<file path="src/rtl/can_txb_pkg.sv">
package can_txb_pkg;
    typedef enum logic [2:0] {
        TXB_EMPTY   = 3'd0,
        TXB_READY   = 3'd1,
        TXB_SENDING = 3'd2,
        TXB_DONE    = 3'd3,
        TXB_FAILED  = 3'd4,
        TXB_ABORTED = 3'd5
    } txb_state_e;
endpackage

</file>
<file path="src/rtl/can_txb_slot.sv">
module can_txb_slot
    import can_txb_pkg::*;
#(
    parameter int TS_W        = 64,
    parameter int RETRY_LIMIT = 3
) (
    input  logic            clk,
    input  logic            rst_n,
    input  logic            cmd_ready,
    input  logic            cmd_empty,
    input  logic            cmd_abort,
    input  logic            time_we,
    input  logic [TS_W-1:0] time_wdata,
    input  logic [TS_W-1:0] time_now,
    input  logic            grant,
    input  logic            end_ok,
    input  logic            end_fail,
    output txb_state_e      state_o,
    output logic            eligible,
    output logic [TS_W-1:0] stamp_o
);
    localparam int TRY_W = $clog2(RETRY_LIMIT + 1);

    typedef struct packed {
        txb_state_e      state;
        logic [TRY_W-1:0] tries;
        logic            abort_pend;
        logic [TS_W-1:0] tx_time;
        logic [TS_W-1:0] stamp;
    } slot_t;

    slot_t slot_d, slot_q;

    always_comb begin
        slot_d   = slot_q;
        eligible = (slot_q.state == TXB_READY) && !cmd_abort && !cmd_empty
                   && (time_now >= slot_q.tx_time);
        if (time_we) slot_d.tx_time = time_wdata;
        case (slot_q.state)
            TXB_SENDING: begin
                if (end_ok) begin
                    slot_d.state      = TXB_DONE;
                    slot_d.stamp      = time_now;
                    slot_d.abort_pend = 1'b0;
                end else if (end_fail) begin
                    slot_d.tries      = slot_q.tries + 1'b1;
                    slot_d.abort_pend = 1'b0;
                    if (slot_q.abort_pend || cmd_abort)
                        slot_d.state = TXB_ABORTED;
                    else if (32'(slot_q.tries) + 1 >= RETRY_LIMIT)
                        slot_d.state = TXB_FAILED;
                    else
                        slot_d.state = TXB_READY;
                end else if (cmd_abort) begin
                    slot_d.abort_pend = 1'b1;
                end
            end
            TXB_READY: begin
                if (cmd_abort)      slot_d.state = TXB_ABORTED;
                else if (cmd_empty) slot_d.state = TXB_EMPTY;
                else if (grant)     slot_d.state = TXB_SENDING;
            end
            default: begin
                if (cmd_abort) begin
                    slot_d.state = slot_q.state;
                end else if (cmd_empty) begin
                    slot_d.state = TXB_EMPTY;
                end else if (cmd_ready) begin
                    slot_d.state = TXB_READY;
                    slot_d.tries = '0;
                end
            end
        endcase
    end

    always_ff @(posedge clk) begin
        if (!rst_n) begin
            slot_q.state      <= TXB_EMPTY;
            slot_q.tries      <= '0;
            slot_q.abort_pend <= 1'b0;
            slot_q.tx_time    <= '0;
            slot_q.stamp      <= '0;
        end else begin
            slot_q <= slot_d;
        end
    end

    assign state_o = slot_q.state;
    assign stamp_o = slot_q.stamp;

    p_grant_due_r4: assert property (@(posedge clk) disable iff (!rst_n)
        grant |-> (slot_q.state == TXB_READY && time_now >= slot_q.tx_time));

    p_done_stamp_r6: assert property (@(posedge clk) disable iff (!rst_n)
        (slot_q.state == TXB_SENDING && end_ok)
        |=> (slot_q.state == TXB_DONE && slot_q.stamp == $past(time_now)));

    p_fail_limit_r7: assert property (@(posedge clk) disable iff (!rst_n)
        (slot_q.state == TXB_SENDING && end_fail && !end_ok && !slot_q.abort_pend
         && !cmd_abort && slot_q.tries == TRY_W'(RETRY_LIMIT - 1))
        |=> slot_q.state == TXB_FAILED);

    p_sending_holds_r10: assert property (@(posedge clk) disable iff (!rst_n)
        (slot_q.state == TXB_SENDING && !end_ok && !end_fail)
        |=> slot_q.state == TXB_SENDING);

    p_abort_ready_r9: assert property (@(posedge clk) disable iff (!rst_n)
        (slot_q.state == TXB_READY && cmd_abort) |=> slot_q.state == TXB_ABORTED);
endmodule

</file>
<file path="src/rtl/can_txb_pick.sv">
module can_txb_pick #(
    parameter int NB     = 4,
    parameter int PRIO_W = 3
) (
    input  logic [NB-1:0]        elig,
    input  logic [NB*PRIO_W-1:0] prio,
    output logic [NB-1:0]        grant,
    output logic                 found,
    output logic [$clog2(NB)-1:0] pick_idx
);
    localparam int IDX_W = $clog2(NB);

    logic [PRIO_W-1:0] best_prio;

    always_comb begin
        found     = 1'b0;
        best_prio = '0;
        pick_idx  = '0;
        for (int i = 0; i < NB; i++) begin
            if (elig[i] && (!found || prio[i*PRIO_W +: PRIO_W] > best_prio)) begin
                found     = 1'b1;
                best_prio = prio[i*PRIO_W +: PRIO_W];
                pick_idx  = IDX_W'(i);
            end
        end
        grant = '0;
        if (found) grant[pick_idx] = 1'b1;
    end
endmodule

</file>
<file path="src/rtl/can_txb_select.sv">
module can_txb_select
    import can_txb_pkg::*;
#(
    parameter int NB          = 4,
    parameter int PRIO_W      = 3,
    parameter int NIB_W       = 4,
    parameter int TS_W        = 64,
    parameter int RETRY_LIMIT = 3
) (
    input  logic                    clk,
    input  logic                    rst_n,
    input  logic                    prio_we,
    input  logic [NB*NIB_W-1:0]     prio_wdata,
    input  logic [NB-1:0]           cmd_ready,
    input  logic [NB-1:0]           cmd_empty,
    input  logic [NB-1:0]           cmd_abort,
    input  logic [NB-1:0]           ttime_we,
    input  logic [TS_W-1:0]         ttime_wdata,
    input  logic [TS_W-1:0]         time_now,
    input  logic                    eng_req,
    input  logic                    eng_ok,
    input  logic                    eng_fail,
    output logic                    tx_start,
    output logic [$clog2(NB)-1:0]   tx_idx,
    output logic [NB*3-1:0]         buf_state,
    input  logic [$clog2(NB)-1:0]   stamp_sel,
    output logic [TS_W-1:0]         stamp_time
);
    localparam int IDX_W = $clog2(NB);

    typedef struct packed {
        logic [NB*PRIO_W-1:0] prio;
        logic                 start;
        logic [IDX_W-1:0]     idx;
    } top_t;

    top_t top_d, top_q;

    txb_state_e       states  [NB];
    logic [TS_W-1:0]  stamps  [NB];
    logic [NB-1:0]    elig, grant, sending;
    logic             found, busy, go;
    logic [IDX_W-1:0] pick_idx;

    for (genvar g = 0; g < NB; g++) begin : g_slot
        can_txb_slot #(.TS_W(TS_W), .RETRY_LIMIT(RETRY_LIMIT)) u_slot (
            .clk        (clk),
            .rst_n      (rst_n),
            .cmd_ready  (cmd_ready[g]),
            .cmd_empty  (cmd_empty[g]),
            .cmd_abort  (cmd_abort[g]),
            .time_we    (ttime_we[g]),
            .time_wdata (ttime_wdata),
            .time_now   (time_now),
            .grant      (grant[g]),
            .end_ok     (eng_ok && sending[g]),
            .end_fail   (eng_fail && sending[g]),
            .state_o    (states[g]),
            .eligible   (elig[g]),
            .stamp_o    (stamps[g])
        );
        assign sending[g]           = (states[g] == TXB_SENDING);
        assign buf_state[g*3 +: 3]  = states[g];
    end

    assign busy = |sending;
    assign go   = eng_req && !busy;

    can_txb_pick #(.NB(NB), .PRIO_W(PRIO_W)) u_pick (
        .elig     (elig & {NB{go}}),
        .prio     (top_q.prio),
        .grant    (grant),
        .found    (found),
        .pick_idx (pick_idx)
    );

    always_comb begin
        top_d       = top_q;
        top_d.start = found;
        if (found) top_d.idx = pick_idx;
        if (prio_we) begin
            for (int i = 0; i < NB; i++)
                top_d.prio[i*PRIO_W +: PRIO_W] = prio_wdata[i*NIB_W +: PRIO_W];
        end
    end

    always_ff @(posedge clk) begin
        if (!rst_n) top_q <= '0;
        else        top_q <= top_d;
    end

    assign tx_start   = top_q.start;
    assign tx_idx     = top_q.idx;
    assign stamp_time = stamps[stamp_sel];

    p_start_marks_r5: assert property (@(posedge clk) disable iff (!rst_n)
        tx_start |-> sending[tx_idx]);

    p_no_start_busy_r5: assert property (@(posedge clk) disable iff (!rst_n)
        busy |=> !tx_start);

    p_single_sender_r5: assert property (@(posedge clk) disable iff (!rst_n)
        $countones(sending) <= 1);
endmodule

</file>
<file path="config.mk">
export PLATFORM = sky130hd
export DESIGN_NAME = can_txb_select
export DESIGN_NICKNAME = d
export VERILOG_FILES = /design/src/rtl/can_txb_pkg.sv /design/src/rtl/can_txb_slot.sv /design/src/rtl/can_txb_pick.sv /design/src/rtl/can_txb_select.sv
export SDC_FILE = /design/constraint.sdc
export NUM_CORES = 1
export LEC_CHECK = 0
export BUFFER_PORTS_ARGS = -buffer_cell sky130_fd_sc_hd__clkbuf_2
export CAP_MARGIN = 40
export CORE_MARGIN = 2
export CORE_UTILIZATION = 58
export CTS_CLUSTER_DIAMETER = 30
export DETAILED_ROUTE_END_ITERATION = 8
export HOLD_SLACK_MARGIN = 0.1
export PLACE_DENSITY_LB_ADDON = 0.25
export SETUP_SLACK_MARGIN = 0.02
export SLEW_MARGIN = 15
export SYNTH_ARGS = -nofsm -noshare
export SYNTH_HDL_FRONTEND = slang
export SYNTH_SLANG_ARGS = --single-unit
</file>
<file path="constraint.sdc">
create_clock -name clk -period 10.6 [get_ports clk]
set_input_delay 0 -clock clk [delete_from_list [all_inputs] [get_ports clk]]
set_output_delay 0 -clock clk [all_outputs]
set_load 0.02 [all_outputs]
</file>
==> metrics.md, run 1 <==
| Metric | Value |
|---|---|
| RSZ-0062 raised after global routing | `false` |
| Kind of critical path | `reg -> reg` |
| Slowest CP cell | `a2111oi_0` |
| Detailed Route WL | `about 84 mm` |
| Pleak | `between 15 and 20 nW` |
| Final setup margin | `around 3300 ps` |
| Seq pwr share | `0.318` |
| Worst slew pin tran | `886 ps` |
| Hold Path Sink | `g_slot[3].u_slot.slot_q[101]` |
| #FFs+latches synth | `about 550` |
| Ports | `around 250` |
| Sw frac | `0.289` |
| RR Startpoint | `g_slot[0].u_slot.slot_q[64]` |
| Clock Power Share | `0.520` |
| WHS | `~200 ps` |
| Setup TNS | `0 ps` |
| First-pass GRT wire length | `approximately 130 mm` |
| Clock Tree Buf Depth | `3` |
| Routed length per instance | `~19 um` |
| R2R cell count | `30` |
| Post-CTS Resized | `0` |
| Sw power | `2.13 mW` |
| Setup Skew | `18.1 ps` |
| Post-Place Worst Slack | `3540 ps` |
| Worst Hold Depth | `4` |
| P&R area growth vs syn | `27.9%` |
| Post-synth top area cell | `dfxtp_1` |
| VDD IR max | `between 0.2 and 0.25 mV` |
| First-pass DRT Iterations | `6` |
| Antenna violations before repair | `6` |
| TritonCTS sink count | `~550` |
| Post-synth top area share | `0.395` |
| DIE AREA | `~0.050 mm^2` |
| Critical path required time | `roughly 11000 ps` |
| CP endpoint kind | `flop` |
| Status | `finished, final reports clean` |
| Post-synthesis average cell area | `~8.6 um^2` |
| Initial Utilization | `0.585` |
| Final #Nets | `approximately 4000` |
| CTS H-tree lvls | `3` |
| Clock latency on the worst-skew pair | `660 ps` |
| Final core utilization | `0.749` |
| Final period util | `0.689` |
| Dpl hpwl | `around 54 mm` |
| Crit path launch type | `flop` |
| Vias per cell | `about 5.7` |
| Tot GR Track Use | `0.330` |
| Clock slew at reported path FFs | `approximately 50 ps` |
| Fraction of layout cells with a size suffix above 1 | `0.157` |
| RD Place Congestion | `around 0.89` |
| Residual DRC count | `0` |
| Core region area | `about 0.048 mm^2` |
| Final setup fails | `0` |
| Synth async-reset ratio | `0` |
| Ys flop type | `dfxtp_1` |
| Total Power | `about 7.4 mW` |
| Hold_buf cts | `between 150 and 200` |
| Syn Nets | `about 3700` |
| Syn Std Cell Area | `between 0.02 and 0.03 mm^2` |
| Fin. Hold Viols | `0` |
| Power Density | `a little over 200 mW/mm^2` |
| CTS tree | `done` |
| Total CTS buffers | `between 100 and 150` |
| Hold Crit Class | `in -> reg` |
| RR Endpoint | `g_slot[1].u_slot.state_o[0]` |
| Core Rows | `80` |
| Max-slew violations | `0` |
| Critical path's most frequent cell | `ha_1` |
| Top cells by area, synth | `dfxtp_1 40%, ha_1 12%, mux2i_1 9.8%` |
| # Max-Cap Violations | `0` |
| Hold path start | `ttime_wdata[37]` |
| Int Pwr | `around 5.2 mW` |
| Largest net degree at the start of global routing | `between 100 and 150` |
| # port buffers | `242` |
| R2r setup slk | `about 3300 ps` |
| Vias in the first global route | `25730` |
| Distinct cells, synth | `65` |
| Combinational share of power | `0.162` |
| Relative slew slack | `0.410` |
| Worst Path Max Fanout | `8` |
| Clock root cell | `clkbuf_16` |
| Die Y | `approximately 220 um` |
| Post-CTS Setup Repair Bufs | `0` |
| Register area share after synthesis | `0.395` |
| Total number of vias | `24954` |
| Number of synthesized flops with an enable pin | `0` |
| Slowest cell delay on critical path | `around 640 ps` |
| Die width | `around 220 um` |
| Max frequency | `~140 MHz` |
| GRT Residual Overflow | `0` |
| Tmin final | `between 7000 and 8000 ps` |
| Arr. time, crit path | `around 8000 ps` |
| Yosys Warn Count | `0` |
| Syn Inst Count | `between 3000 and 4000` |
| Antenna Violating Nets Remaining | `0` |
| DRT iter0 DRCs | `between 1500 and 2000` |
## cell type report
cell class              instances  area [um^2]
well taps                     615          769
clock buffers                 134         3140
flip-flops and latches        551        11000
repair buffers                462         3480
clock inverters                90         1080
multi-input cells            2231        15100
inverters                     276         1040
fillers                      3280        12000
diodes                          6         15.0
## sequential cells by signal, summed over array words and instances, names as in the netlist
signal / cells
g_slot.u_slot.slot_q: 268
g_slot.u_slot.stamp_o: 256
g_slot.u_slot.state_o: 12
top_q: 12
tx_idx: 2
tx_start: 1
## cells by family (layout without fill, tap and decap cells)
kind of cell / Yosys count / in the layout / share of synthesized area
buf+inv: 450 / 962 / 0.0624
simple gates: 1078 / 1078 / 0.157
fa+ha+maj: 273 / 273 / 0.122
flops: 551 / 551 / 0.395
compound gates: 535 / 535 / 0.109
mux: 345 / 345 / 0.153
other cells: 0 / 6 / 0
## metal layers
layer | share of wire | GRT usage
met5 | 0 | 0
met1 | 0.40 | 0.387
met4 | 0.041 | 0.161
met2 | 0.49 | 0.578
met3 | 0.065 | 0.0655
## worst max-delay path by stage
stage,startpoint,end,slack (ps),cells after the start
2_1_floorplan,g_slot[0].u_slot.slot_q[127],g_slot[1].u_slot.state_o[1],4670,31
3_3_place_gp,g_slot[0].u_slot.slot_q[64],g_slot[1].u_slot.state_o[1],3570,30
3_5_place_dp,g_slot[0].u_slot.slot_q[64],g_slot[1].u_slot.state_o[0],3540,30
4_1_cts,g_slot[0].u_slot.slot_q[64],g_slot[1].u_slot.state_o[0],3460,30
5_1_grt,g_slot[0].u_slot.slot_q[64],g_slot[1].u_slot.state_o[0],2810,30
6_report,g_slot[0].u_slot.slot_q[64],g_slot[1].u_slot.state_o[0],3300,30
## power groups by stage
stage,clock (mW),sequential [mW],combinational [mW]
6_report,3.83,2.34,1.19
5_1_grt,3.96,2.36,1.30
4_1_cts,3.86,2.34,1.17
3_5_place_dp,0,2.38,1.09
3_3_place_gp,0,2.37,1.04
2_1_floorplan,0,2.35,0.752
## critical path, delay by kind of cell, from the launching register on
kind / cells / cell delay, ps
fa+ha+maj: 4 / 1070
compound gates: 17 / 3930
simple gates: 7 / 1120
flops: 1 / 310
mux: 2 / 690
## Yosys cell counts (5+ instances only)
cell      instances
and4_1            8
a21oi_1         366
nor2_1          340
a31oi_1          12
a21o_1           20
mux2i_1         272
nand2_1         607
mux2_2            6
nand3_1          25
buf_1            23
and3_1            5
o211ai_1          7
nand2b_1          5
clkbuf_1        137
mux4_2           64
and2_1            6
a211oi_1          7
nor3_1           18
o41ai_1           5
dfxtp_1         551
a221oi_1          7
nor4_1            6
o21a_1            9
inv_1           275
o21ai_0          57
ha_1            273
o31ai_1           5
nand4_1          37
buf_4            14
## through the flow
stage / instances / area [um^2]
floorplan: 3232 / 27900
global placement: 3934 / 29300
detailed placement: 3944 / 29500
CTS: 4358 / 35600
global route: 4364 / 35700
finish: 4365 / 35700
## cells in the final DEF (no fill, tap or decap), types with 20 or more instances in the layout
cell type        n
mux4_2          64
a21oi_1        366
dlygate4sd3_1  190
nor2_1         340
o21ai_0         57
clkbuf_16      120
inv_6           26
mux2i_1        272
buf_4           25
nand3_1         25
ha_1           273
clkbuf_2       236
nand4_1         37
nand2_1        603
dfxtp_1        551
inv_1          275
a21o_1          20
clkinvlp_4      21
Power figures use the tool's default switching activity.
==> inputs of run 2 (changes only) <==
ABC_AREA = 1   (was default)
CORE_UTILIZATION = 54   (was 58)
clock period = 6 ns   (was 10.6 ns; I/O delays follow)
==> metrics.md, run 2 <==
| Metric | Value |
|---|---|
| Status | `finished, violations left` |
| Failing checks | `negative setup slack` |
| Total number of vias | `27975 (+12%)` |
| Tmin final | `6080 ps (-1220 ps)` |
| RD Place Congestion | `0.857 (-3.6%)` |
| Kind of critical path | `reg -> reg` |
| Syn Nets | `4226 (+15%)` |
| Pleak | `16.4 nW (+8.4%)` |
| Most frequent cells in the layout | `751 x nor2_1, 701 x o21ai_0, 551 x dfxtp_1` |
| Core region area | `0.0504 mm^2 (+5.7%)` |
| Most flops, register | `g_slot.u_slot.slot_q` |
| Cell with the most instances after synthesis | `nor2_1` |
| R2r setup slk | `-80 ps (-3380 ps)` |
| Worst slew pin tran | `1320 ps (+437 ps)` |
| Final period util | `1.01 (+0.325)` |
| Relative slew slack | `0.118 (-0.292)` |
| Routed length per instance | `17.8 um (-6.9%)` |
| Initial Utilization | `0.549 (-0.0366)` |
| Clock root cell | `clkbuf_16` |
| Dpl hpwl | `48.3 mm (-10%)` |
| Clock latency on the worst-skew pair | `700 ps (+40 ps)` |
| Final Non-Filler Cells | `4957 (+14%)` |
| Die width | `230 um (+3.1%)` |
| Top post-synthesis cells by count | `759 x nor2_1, 708 x o21ai_0, 551 x dfxtp_1, 403 x a21oi_1, 349 x inv_1` |
| Total CTS buffers | `132 (+12%)` |
| RR Endpoint | `g_slot[3].u_slot.state_o[0]` |
| Ys flop type | `dfxtp_1` |
| Ports | `247 (unchanged)` |
| Register area share after synthesis | `0.399 (+0.00349)` |
| Clock Tree Buf Depth | `3 (unchanged)` |
| R2R cell count | `36 (+20%)` |
| Fin. Hold Viols | `0 (unchanged)` |
| Commonest non-fill, non-tap cell in the layout | `nor2_1` |
| Final setup margin | `-83.6 ps (-3380 ps)` |
| Critical Path Start | `g_slot[0].u_slot.slot_q[127]` |
| DRT iter0 DRCs | `2671 (+41%)` |
| Yosys Warn Count | `0 (unchanged)` |
| Post-synth top area cell | `dfxtp_1` |
| Vias in the first global route | `26798 (+4.2%)` |
| Core Rows | `82 (+2.5%)` |
| Worst Path Max Fanout | `10 (+2)` |
| Distinct cells, synth | `45 (-31%)` |
| Post-synth top area share | `0.399 (+0.00349)` |
| Critical path required time | `6630 ps (-4480 ps)` |
| GRT Residual Overflow | `0 (unchanged)` |
| Setup Skew | `23.0 ps (+4.92 ps)` |
| # port buffers | `242 (unchanged)` |
| Power Density | `395 mW/mm^2 (+91%)` |
| Post-Place Worst Slack | `664 ps (-2880 ps)` |
| Tot GR Track Use | `0.322 (-0.00782)` |
| Buf/Inv on CP | `3 (+3)` |
| First-pass GRT wire length | `137 mm (+4.7%)` |
| Antenna Violating Nets Remaining | `0 (unchanged)` |
| First-pass DRT Iterations | `9 (+3)` |
| P&R area growth vs syn | `30.4%` |
| Syn Inst Count | `3785 (+17%)` |
| Total Power | `14.2 mW (+93%)` |
| Max-slew violations | `0 (unchanged)` |
| Fraction of layout cells with a size suffix above 1 | `0.133 (-0.0236)` |
| Number of synthesized flops with an enable pin | `0 (unchanged)` |
| Post-placement cell area | `0.0291 mm^2 (-1.5%)` |
| Top cells by area, synth | `dfxtp_1 40%, o21ai_0 13%, ha_1 12%` |
| VDD IR max | `0.377 mV (+53%)` |
| Final Cell Area | `0.0361 mm^2 (+1.1%)` |
| Dpl cells | `4497 (+14%)` |
| Arr. time, crit path | `6710 ps (-1100 ps)` |
| Syn Std Cell Area | `0.0277 mm^2 (-0.87%)` |
| Largest net degree at the start of global routing | `280 (+110%)` |
| RR Startpoint | `g_slot[0].u_slot.slot_q[127]` |
| CTS tree | `done` |
| Die Y | `230 um (+3.1%)` |
| Critical path capture point | `g_slot[3].u_slot.state_o[0]` |
| #FFs+latches synth | `551 (unchanged)` |
| CTS H-tree lvls | `4 (+1)` |
| Crit path launch type | `flop` |
| Antenna violations before repair | `4 (-2)` |
| Critical path's most frequent cell | `nand2_1` |
| Clock slew at reported path FFs | `40 ps (about the same)` |
| Vias per cell | `5.64 (-1.3%)` |
| CP endpoint kind | `flop` |
| Final #Nets | `4625 (+13%)` |
| TritonCTS sink count | `551 (unchanged)` |
| Critical Path Stages | `36 (+20%)` |
| Post-synthesis average cell area | `7.31 um^2 (-15%)` |
| Slowest cell delay on critical path | `580 ps (-60 ps)` |
| Residual DRC count | `0 (unchanged)` |
| DIE AREA | `0.0530 mm^2 (+6.4%)` |
| Detailed Route WL | `88.4 mm (+5.8%)` |
| Max reg flops | `268 (unchanged)` |
| # Max-Cap Violations | `0 (unchanged)` |
| Slowest CP cell | `dlygate4sd3_1` |
| Final setup fails | `4 (+4)` |
| Synth async-reset ratio | `0 (unchanged)` |
| Hold Crit Class | `in -> reg` |
| Family with the most delay on the worst path | `simple AND/OR/NAND/NOR gates` |
| Max frequency | `164 MHz (+20%)` |
==> run 2: worst min-delay path: cells and delay by family <==
family	cells	cell delay, ps
compound gates	2	190
buf+inv	2	650
==> run 2: worst min-delay path by stage <==
stage               slack, ps       startpoint  cells past startpoint                           end
detailed placement        240   prio_wdata[13]                      3                     top_q[13]
floorplan                 130     time_now[10]                      2  g_slot[0].u_slot.stamp_o[10]
finish                    190  ttime_wdata[45]                      4  g_slot[2].u_slot.slot_q[109]
CTS                       120          eng_req                      7                      tx_start
global placement          230    prio_wdata[9]                      3                     top_q[10]
global route              200  ttime_wdata[53]                      4  g_slot[0].u_slot.slot_q[117]
==> run 2: metal layers <==
metal  global-route usage  part of all wire  up-vias
met5                    0           0.00011        -
met4                0.166             0.045        2
met1                0.393              0.41    12793
met3               0.0753             0.086      331
met2                0.530              0.46     1358
li1                     -                 -    13491
==> run 2: report_power, final <==
part	internal [mW]	switching, mW
combinational	0.893	1.67
clock	5.08	2.20
sequential	4.16	0.230
total	10.1	4.10
==> run 2: area by class of cell <==
| class | count | area (um^2) |
|---|---|---|
| Inverter | 365 | 1380 |
| Fill cell | 3846 | 14300 |
| Timing Repair Buffer | 487 | 3690 |
| Clock buffer | 177 | 3880 |
| Clock inverter | 54 | 678 |
| Tap cell | 672 | 841 |
| Sequential cell | 551 | 11000 |
| Multi-Input combinational cell | 2647 | 14600 |
| Antenna cell | 4 | 10.0 |
==> run 2: logic make-up after synthesis <==
family / share of synthesized area
fa+ha+maj: 0.124
flops: 0.399
buf+inv: 0.0821
compound gates: 0.228
simple gates: 0.168
==> run 2: timing repair <==
item / 4_1_cts / 5_1_grt
gates resized for setup: 0 / 36
endpoints found under the hold margin: 551 / 0
setup endpoints to repair: 0 / 14
buffers inserted: 0 / 12
hold buffers: 211 / 0
==> run 2: through the flow <==
step	utilization	TNS, ps	hold WS [ps]
after floorplan	-	0	135
after global placement	0.576	0	227
after detailed placement	0.577	0	235
after CTS	0.710	0	119
after global routing	0.716	-1470	198
final	0.716	-271	187
